[src/rtl/fault_alert_ctrl.sv]
module fault_alert_ctrl #(
  parameter int NCH     = 2,
  parameter int CLK_HZ  = 200_000_000,
  parameter int FILT_NS = 2000,
  localparam int CHW    = (NCH > 1) ? $clog2(NCH) : 1
) (
  input  logic             clk,
  input  logic             rst_n,
  input  logic [NCH-1:0]   ev_ov,
  input  logic [NCH-1:0]   ev_uv,
  input  logic [NCH-1:0]   ev_oc,
  input  logic [NCH-1:0]   ev_en_chg,
  input  logic [NCH-1:0]   lvl_ov,
  input  logic [NCH-1:0]   lvl_uv,
  input  logic [NCH-1:0]   lvl_oc,
  input  logic [NCH-1:0]   fb_low,
  input  logic [NCH-1:0]   gate_hi,
  input  logic [NCH-1:0]   gate_off,
  input  logic [NCH-1:0]   isense_hi,
  input  logic [NCH-1:0]   on_in,
  input  logic [NCH-1:0]   uv_rst,
  input  logic             supply_lo,
  input  logic             wr_en,
  input  logic             wr_mask,
  input  logic [CHW-1:0]   wr_ch,
  input  logic [5:0]       wr_data,
  input  logic             ara_ack,
  input  logic             addr_hit,
  output logic [NCH*6-1:0] fault,
  output logic [NCH-1:0]   pb_n,
  output logic             alert_n
);
  localparam int NB       = 6;
  localparam int FILT_CYC = (CLK_HZ / 1000) * FILT_NS / 1_000_000;
  localparam int CW       = $clog2(FILT_CYC + 1);

  logic [NCH-1:0] pend;
  logic           rel;

  assign alert_n = ~|pend;
  assign rel     = ara_ack | (addr_hit & ~alert_n);

  for (genvar c = 0; c < NCH; c++) begin : g_ch
    logic [NB-1:0] flt, msk, alt;
    logic          pb_st, on_q;
    logic [CW-1:0] pb_cnt, uv_cnt;

    wire pb_in   = fb_low[c] & gate_hi[c];
    wire pb_filt = pb_in && (pb_cnt == CW'(FILT_CYC));
    wire uv_filt = uv_rst[c] && (uv_cnt == CW'(FILT_CYC));
    wire fet     = isense_hi[c] & gate_off[c];
    wire sel     = wr_en && (wr_ch == CHW'(c));

    wire [NB-1:0] set_v  = {fet, ev_en_chg[c], pb_filt, ev_oc[c], ev_uv[c], ev_ov[c]};
    wire [NB-1:0] live_v = {fet, 1'b0, pb_filt, lvl_oc[c], lvl_uv[c], lvl_ov[c]};
    wire [NB-1:0] hclr   = (sel && !wr_mask) ? ~wr_data : '0;
    wire          eclr   = (on_q & ~on_in[c]) | (pb_st & ~gate_hi[c]) | uv_filt | supply_lo;
    wire [NB-1:0] clr    = (hclr | {NB{eclr}}) & ~live_v;
    wire [NB-1:0] flt_nx = set_v | (flt & ~clr);
    wire [NB-1:0] acked  = rel ? (flt & msk) : '0;

    assign pend[c]          = |(flt & msk & ~alt);
    assign fault[c*NB +: NB] = flt;
    assign pb_n[c]          = ~pb_st;

    always_ff @(posedge clk or negedge rst_n) begin
      if (!rst_n) begin
        flt    <= '0;
        msk    <= '0;
        alt    <= '0;
        pb_st  <= 1'b0;
        on_q   <= 1'b0;
        pb_cnt <= '0;
        uv_cnt <= '0;
      end else begin
        flt   <= flt_nx;
        alt   <= flt_nx & (alt | acked);
        pb_st <= pb_filt;
        on_q  <= on_in[c];
        if (sel && wr_mask) msk <= wr_data;
        if (!pb_in) pb_cnt <= '0;
        else if (pb_cnt != CW'(FILT_CYC)) pb_cnt <= pb_cnt + 1'b1;
        if (!uv_rst[c]) uv_cnt <= '0;
        else if (uv_cnt != CW'(FILT_CYC)) uv_cnt <= uv_cnt + 1'b1;
      end
    end


    live_hold_chk: assert property (@(posedge clk) disable iff (!rst_n)
      (flt[0] && lvl_ov[c]) |=> flt[0]);


    pb_flag_chk: assert property (@(posedge clk) disable iff (!rst_n)
      !pb_n[c] |-> flt[3]);


    pb_release_chk: assert property (@(posedge clk) disable iff (!rst_n)
      !fb_low[c] |=> pb_n[c]);


    fet_short_chk: assert property (@(posedge clk) disable iff (!rst_n)
      (isense_hi[c] && gate_off[c]) |=> flt[5]);
  end


  release_chk: assert property (@(posedge clk) disable iff (!rst_n)
    (ara_ack && !wr_en) |=> (alert_n || !$stable(fault)));
endmodule

[config.mk]
export PLATFORM = sky130hd
export DESIGN_NAME = fault_alert_ctrl
export DESIGN_NICKNAME = d
export VERILOG_FILES = /design/src/rtl/fault_alert_ctrl.sv
export SDC_FILE = /design/constraint.sdc
export NUM_CORES = 1
export LEC_CHECK = 0
export BUFFER_PORTS_ARGS = -buffer_cell sky130_fd_sc_hd__buf_4
export CAP_MARGIN = 40
export CORE_UTILIZATION = 25
export CTS_CLUSTER_DIAMETER = 200
export DETAILED_ROUTE_END_ITERATION = 10
export HOLD_SLACK_MARGIN = 0.02
export REMOVE_ABC_BUFFERS = 1
export SLEW_MARGIN = 20
export SYNTH_ARGS = -nofsm -noshare
export SYNTH_HDL_FRONTEND = slang
export SYNTH_SLANG_ARGS = --single-unit
export TNS_END_PERCENT = 30
[constraint.sdc]
create_clock -name clk -period 3.6 [get_ports clk]
set_input_delay 0.72 -clock clk [delete_from_list [all_inputs] [get_ports clk]]
set_output_delay 0.72 -clock clk [all_outputs]
set_load 0.01 [all_outputs]
==> run summary <==
The congestion estimate from routability-driven global placement came to between 0.7 and 0.8. After detailed routing, the number of vias per cell comes to around 4.7. Of the total synthesized cell area, the portion taken by AND, OR, NAND and NOR gates is 0.207.

The slowest library cell on the worst path is sky130_fd_sc_hd__or4_1. The clock latency of the later-clocked register in the worst-skew pair came out at 340 ps. The worst hold path belongs to the class in2async. The area of the die came out at 14900 sq um. The summed instance area of the synthesized netlist is 3600 sq um.

Post-CTS repair changed the size of 0 cells. The clock edge transition at the registers on the reported setup and hold paths is 60 ps. Summed over all instances, the cell type with the most area after synthesis is sky130_fd_sc_hd__dfrtp_1. The final hold violation count came to 0.

The count of input and output buffers came out at 54. The number of instances in the synthesized netlist is 334. The flow ran to the end, and the final reports show no timing, DRC or antenna violations. The largest incremental delay on the critical path came out at 550 ps. The via count is 2722.

The half-perimeter wire length after detailed placement came out at between 6 and 7 mm. By area, the combinational part of the netlist is dominated by simple AND/OR/NAND/NOR gates. The average cell area after synthesis is around 11 sq um. The cell row count is 43.

The number of placed I/O pins came out at 55. The die height came out at 122 um. The post-route setup TNS came out at 0 ps.

The compound-cell area share of the yosys netlist is 0.116. The area share of xor/xnor cells in the synthesized design came out at 0.0583. In this run the deepest clock path goes through 2 buffers. The worst path arrival time is roughly 1800 ps.

The synthesized-area fraction occupied by adder cells came out at 0.0278. The max-capacitance violation count came out at 0. The TritonCTS clock tree is done. The initial antenna violation count came to 0. The multiplexer fraction of the synthesized cell area came out at 0.0431. The register bit total from synthesis came out at 76. The worst setup skew after layout came out at about 8.2 ps. The normalized max-slew margin came out at 0.462. The transition time of the tightest slew-check pin is ~800 ps. The cell total after placement is about 570. The count of unique library cells instantiated by Yosys came out at 43. The clock net sink count is 76. Summing internal, switching and leakage power gives approximately 2.1 mW. The overall overflow remaining after global route is 0.

The share of post-route cells with drive strength above 1 is 0.234. The share of the synthesized area in the top cell type is 0.528. The worst setup path is of the reg2out kind. The data required time at the worst endpoint is 2880 ps.

The area growth from synthesis to final layout came out at 25.5%. The smallest clock period supported by the final layout is computed as 2560 ps. The antenna diode instance count came out at 0.

The overall routed net length came out at 8.47 mm. Together, buffers and inverters on the worst path number 1. In this run the horizontal extent of the chip is 122 um. The level count of the clock H-tree came out at 3. The post-detailed-placement cell area is 4250 sq um. The critical path goes through nand2_1 > o22ai_1 > or4_1 > nor3_1 > buf_4.

The post-route non-filler standard cell count is approximately 580. The warning count from the yosys run is 0. The clock buffer count from CTS is 9.

The maximum number of pins on one net before global-route repair came out at 47. Once detail routing completed, the nets flagged for antenna violations numbered 0. The cts-stage hold buffer count came out at 0. The cell class contributing the biggest share of worst-path delay is simple AND/OR/NAND/NOR gates.

The number of slew-limit violations in the final report came to 0. The final layout net count is 445. The share of the Yosys chip area taken by registers is 0.528. After routing the design area is 4520 sq um.

The region available for standard cell placement spans 14000 sq um. The number of remaining DRC errors is 0. The wire length per cell after detailed routing came out at 14.6 um.

The tree is rooted in a sky130_fd_sc_hd__clkbuf_16. The highest attainable clock frequency is around 0.39 GHz. The starting utilization of the core area is 0.258. The via count of the first global-routing pass is 2715. The first detailed-routing pass ran for 4 iterations. The startpoint type of the worst setup path is a flip-flop. The final clock period utilization by the worst path came out at 0.710. The number of buffers added for setup after CTS came out at 0.

The count of endpoints failing setup in the final report came out at 0. In this run, the number of DRC markers left after iteration 0 of detailed routing was 157. STA classifies the critical path endpoint as an output pin. Sorting the synthesized cells by area gives the leading types as sky130_fd_sc_hd__dfrtp_1 (53%), sky130_fd_sc_hd__mux2_2 (3.7%), sky130_fd_sc_hd__xnor2_1 (3.6%).

The cell leakage power came out at 1.95 nW. Setup repair after global routing left no endpoint under its margin. The wire length of the first global-routing pass came out at 13.9 mm. The highest ir drop seen on vdd came out at 0.207 mV. The power density over the cells came out at 454 nW/um^2. The maximum fanout along the worst path is 4. The overall fraction of global-route tracks in use came out at 0.123.
## per-layer routing
metal	vias up	global-route usage	part of all wire
li1	1324	-	-
met5	-	0	0
met3	8	0.0360	0.058
met2	59	0.194	0.47
met1	1331	0.160	0.46
met4	0	0.0412	0.012
## layout by cell type, fill, tap and decap left out, types with 3 or more instances in the layout
cell type,n
sky130_fd_sc_hd__dfrtp_1,76
sky130_fd_sc_hd__buf_4,54
sky130_fd_sc_hd__nand2_1,30
sky130_fd_sc_hd__nand3_1,20
sky130_fd_sc_hd__nor2_1,19
sky130_fd_sc_hd__a21oi_1,17
sky130_fd_sc_hd__inv_1,16
sky130_fd_sc_hd__xnor2_1,15
sky130_fd_sc_hd__and2_1,13
sky130_fd_sc_hd__mux2_2,12
sky130_fd_sc_hd__xor2_1,9
sky130_fd_sc_hd__clkbuf_16,9
sky130_fd_sc_hd__nor3_1,8
sky130_fd_sc_hd__ha_1,8
sky130_fd_sc_hd__nand2b_1,7
sky130_fd_sc_hd__o2111ai_1,7
sky130_fd_sc_hd__nand4_1,7
sky130_fd_sc_hd__o22ai_1,6
sky130_fd_sc_hd__a31oi_1,5
sky130_fd_sc_hd__o21ai_0,5
sky130_fd_sc_hd__nand3b_1,4
sky130_fd_sc_hd__a211oi_1,4
sky130_fd_sc_hd__and3_1,4
sky130_fd_sc_hd__o21a_1,3
sky130_fd_sc_hd__or2_0,3
sky130_fd_sc_hd__a311oi_2,3
sky130_fd_sc_hd__and4_1,3
sky130_fd_sc_hd__a21boi_0,3
sky130_fd_sc_hd__or3_1,3
sky130_fd_sc_hd__clkbuf_1,3
## per-stage QoR
stage	worst slack (ps)	hold WS (ps)	util
global route	970	349	0.323
floorplan	1550	424	-
detailed placement	1390	492	0.304
finish	1040	321	0.323
CTS	1030	337	0.323
global placement	1400	482	0.302
## path summary, 6_finish.rpt
| path | from | endpoint | slack, ps | depth (start not counted) |
|---|---|---|---|---|
| min in group clk | on_in[0] | g_ch[0].on_q | 490 | 1 |
| worst max register to register | g_ch[0].uv_cnt[6] | g_ch[0].alt[0] | 1700 | 4 |
| worst max-delay path | g_ch[1].flt[5] | alert_n | 1040 | 5 |
| max in group asynchronous | rst_n | g_ch[0].uv_cnt[3] | 2690 | 2 |
| worst min register to register | g_ch[0].alt[4] | g_ch[0].alt[4] | 500 | 1 |
| worst min-delay path | rst_n | g_ch[0].pb_cnt[3] | 320 | 1 |
## sequential cells by signal, indices dropped and copies added, names as in the netlist
| name | flops |
|---|---|
| g_ch.alt | 12 |
| g_ch.flt | 12 |
| g_ch.msk | 12 |
| g_ch.on_q | 2 |
| g_ch.pb_cnt | 18 |
| g_ch.pb_st | 2 |
| g_ch.uv_cnt | 18 |
## power breakdown
part           internal, mW  switching, mW  leakage (nW)  total (mW)
clock network         0.501          0.335         0.129       0.836
registers             0.921         0.0555         0.981       0.977
logic                 0.122          0.119         0.840       0.241
## kinds of logic after synthesis
| logic type | after synthesis |
|---|---|
| buffers and inverters | 19 |
| xor gates and xnor gates | 24 |
| and+or+nand+nor | 135 |
| DFF | 76 |
| AOI/OAI and AO/OA | 58 |
| muxes | 14 |
| adders and majority gates | 8 |
## worst register-to-register path, cell delays in order, from the launching register on
cell	delay [ps]
sky130_fd_sc_hd__dfrtp_1	420
sky130_fd_sc_hd__nor4bb_1	290
sky130_fd_sc_hd__nand4_1	550
sky130_fd_sc_hd__a311oi_2	420
sky130_fd_sc_hd__nor3_1	100
## synth_stat cells
cell type and instances:
sky130_fd_sc_hd__ha_1 8, sky130_fd_sc_hd__nand2b_1 7, sky130_fd_sc_hd__clkbuf_1 2, sky130_fd_sc_hd__mux2_2 12, sky130_fd_sc_hd__nor4_2 2, sky130_fd_sc_hd__o2111ai_1 7
sky130_fd_sc_hd__and2_1 13, sky130_fd_sc_hd__and3_1 4, sky130_fd_sc_hd__a31oi_1 5, sky130_fd_sc_hd__or3b_4 1, sky130_fd_sc_hd__dfrtp_1 76, sky130_fd_sc_hd__a21boi_0 3
sky130_fd_sc_hd__a311oi_2 3, sky130_fd_sc_hd__a221oi_2 2, sky130_fd_sc_hd__or4_1 1, sky130_fd_sc_hd__or3_1 3, sky130_fd_sc_hd__a211oi_1 4, sky130_fd_sc_hd__or2_2 1
sky130_fd_sc_hd__nor3_1 8, sky130_fd_sc_hd__and4_1 3, sky130_fd_sc_hd__nor2b_1 1, sky130_fd_sc_hd__nand3b_1 4, sky130_fd_sc_hd__nand4_1 7, sky130_fd_sc_hd__xor2_1 9
sky130_fd_sc_hd__a31o_2 2, sky130_fd_sc_hd__or3b_2 2, sky130_fd_sc_hd__and4bb_2 2, sky130_fd_sc_hd__nor4bb_1 1, sky130_fd_sc_hd__or2_0 3, sky130_fd_sc_hd__nor2_1 19
sky130_fd_sc_hd__inv_1 16, sky130_fd_sc_hd__mux2i_1 2, sky130_fd_sc_hd__o311a_1 1, sky130_fd_sc_hd__xnor2_1 15, sky130_fd_sc_hd__nor3b_1 1, sky130_fd_sc_hd__o22ai_1 6
sky130_fd_sc_hd__nand2_1 30, sky130_fd_sc_hd__nand4b_1 2, sky130_fd_sc_hd__a21oi_1 17, sky130_fd_sc_hd__o21ai_0 5, sky130_fd_sc_hd__o21a_1 3, sky130_fd_sc_hd__buf_2 1
sky130_fd_sc_hd__nand3_1 20
## layout make-up
class / count / area (sq um)
fill: 1462 / 9470
clock inverter: 1 / 7.51
tap: 180 / 225
inverter: 16 / 60.1
multi-input combinational: 239 / 1630
sequential: 76 / 1900
timing repair buffer: 55 / 433
clock buffer: 14 / 264
(Power assumes the default switching activity.)
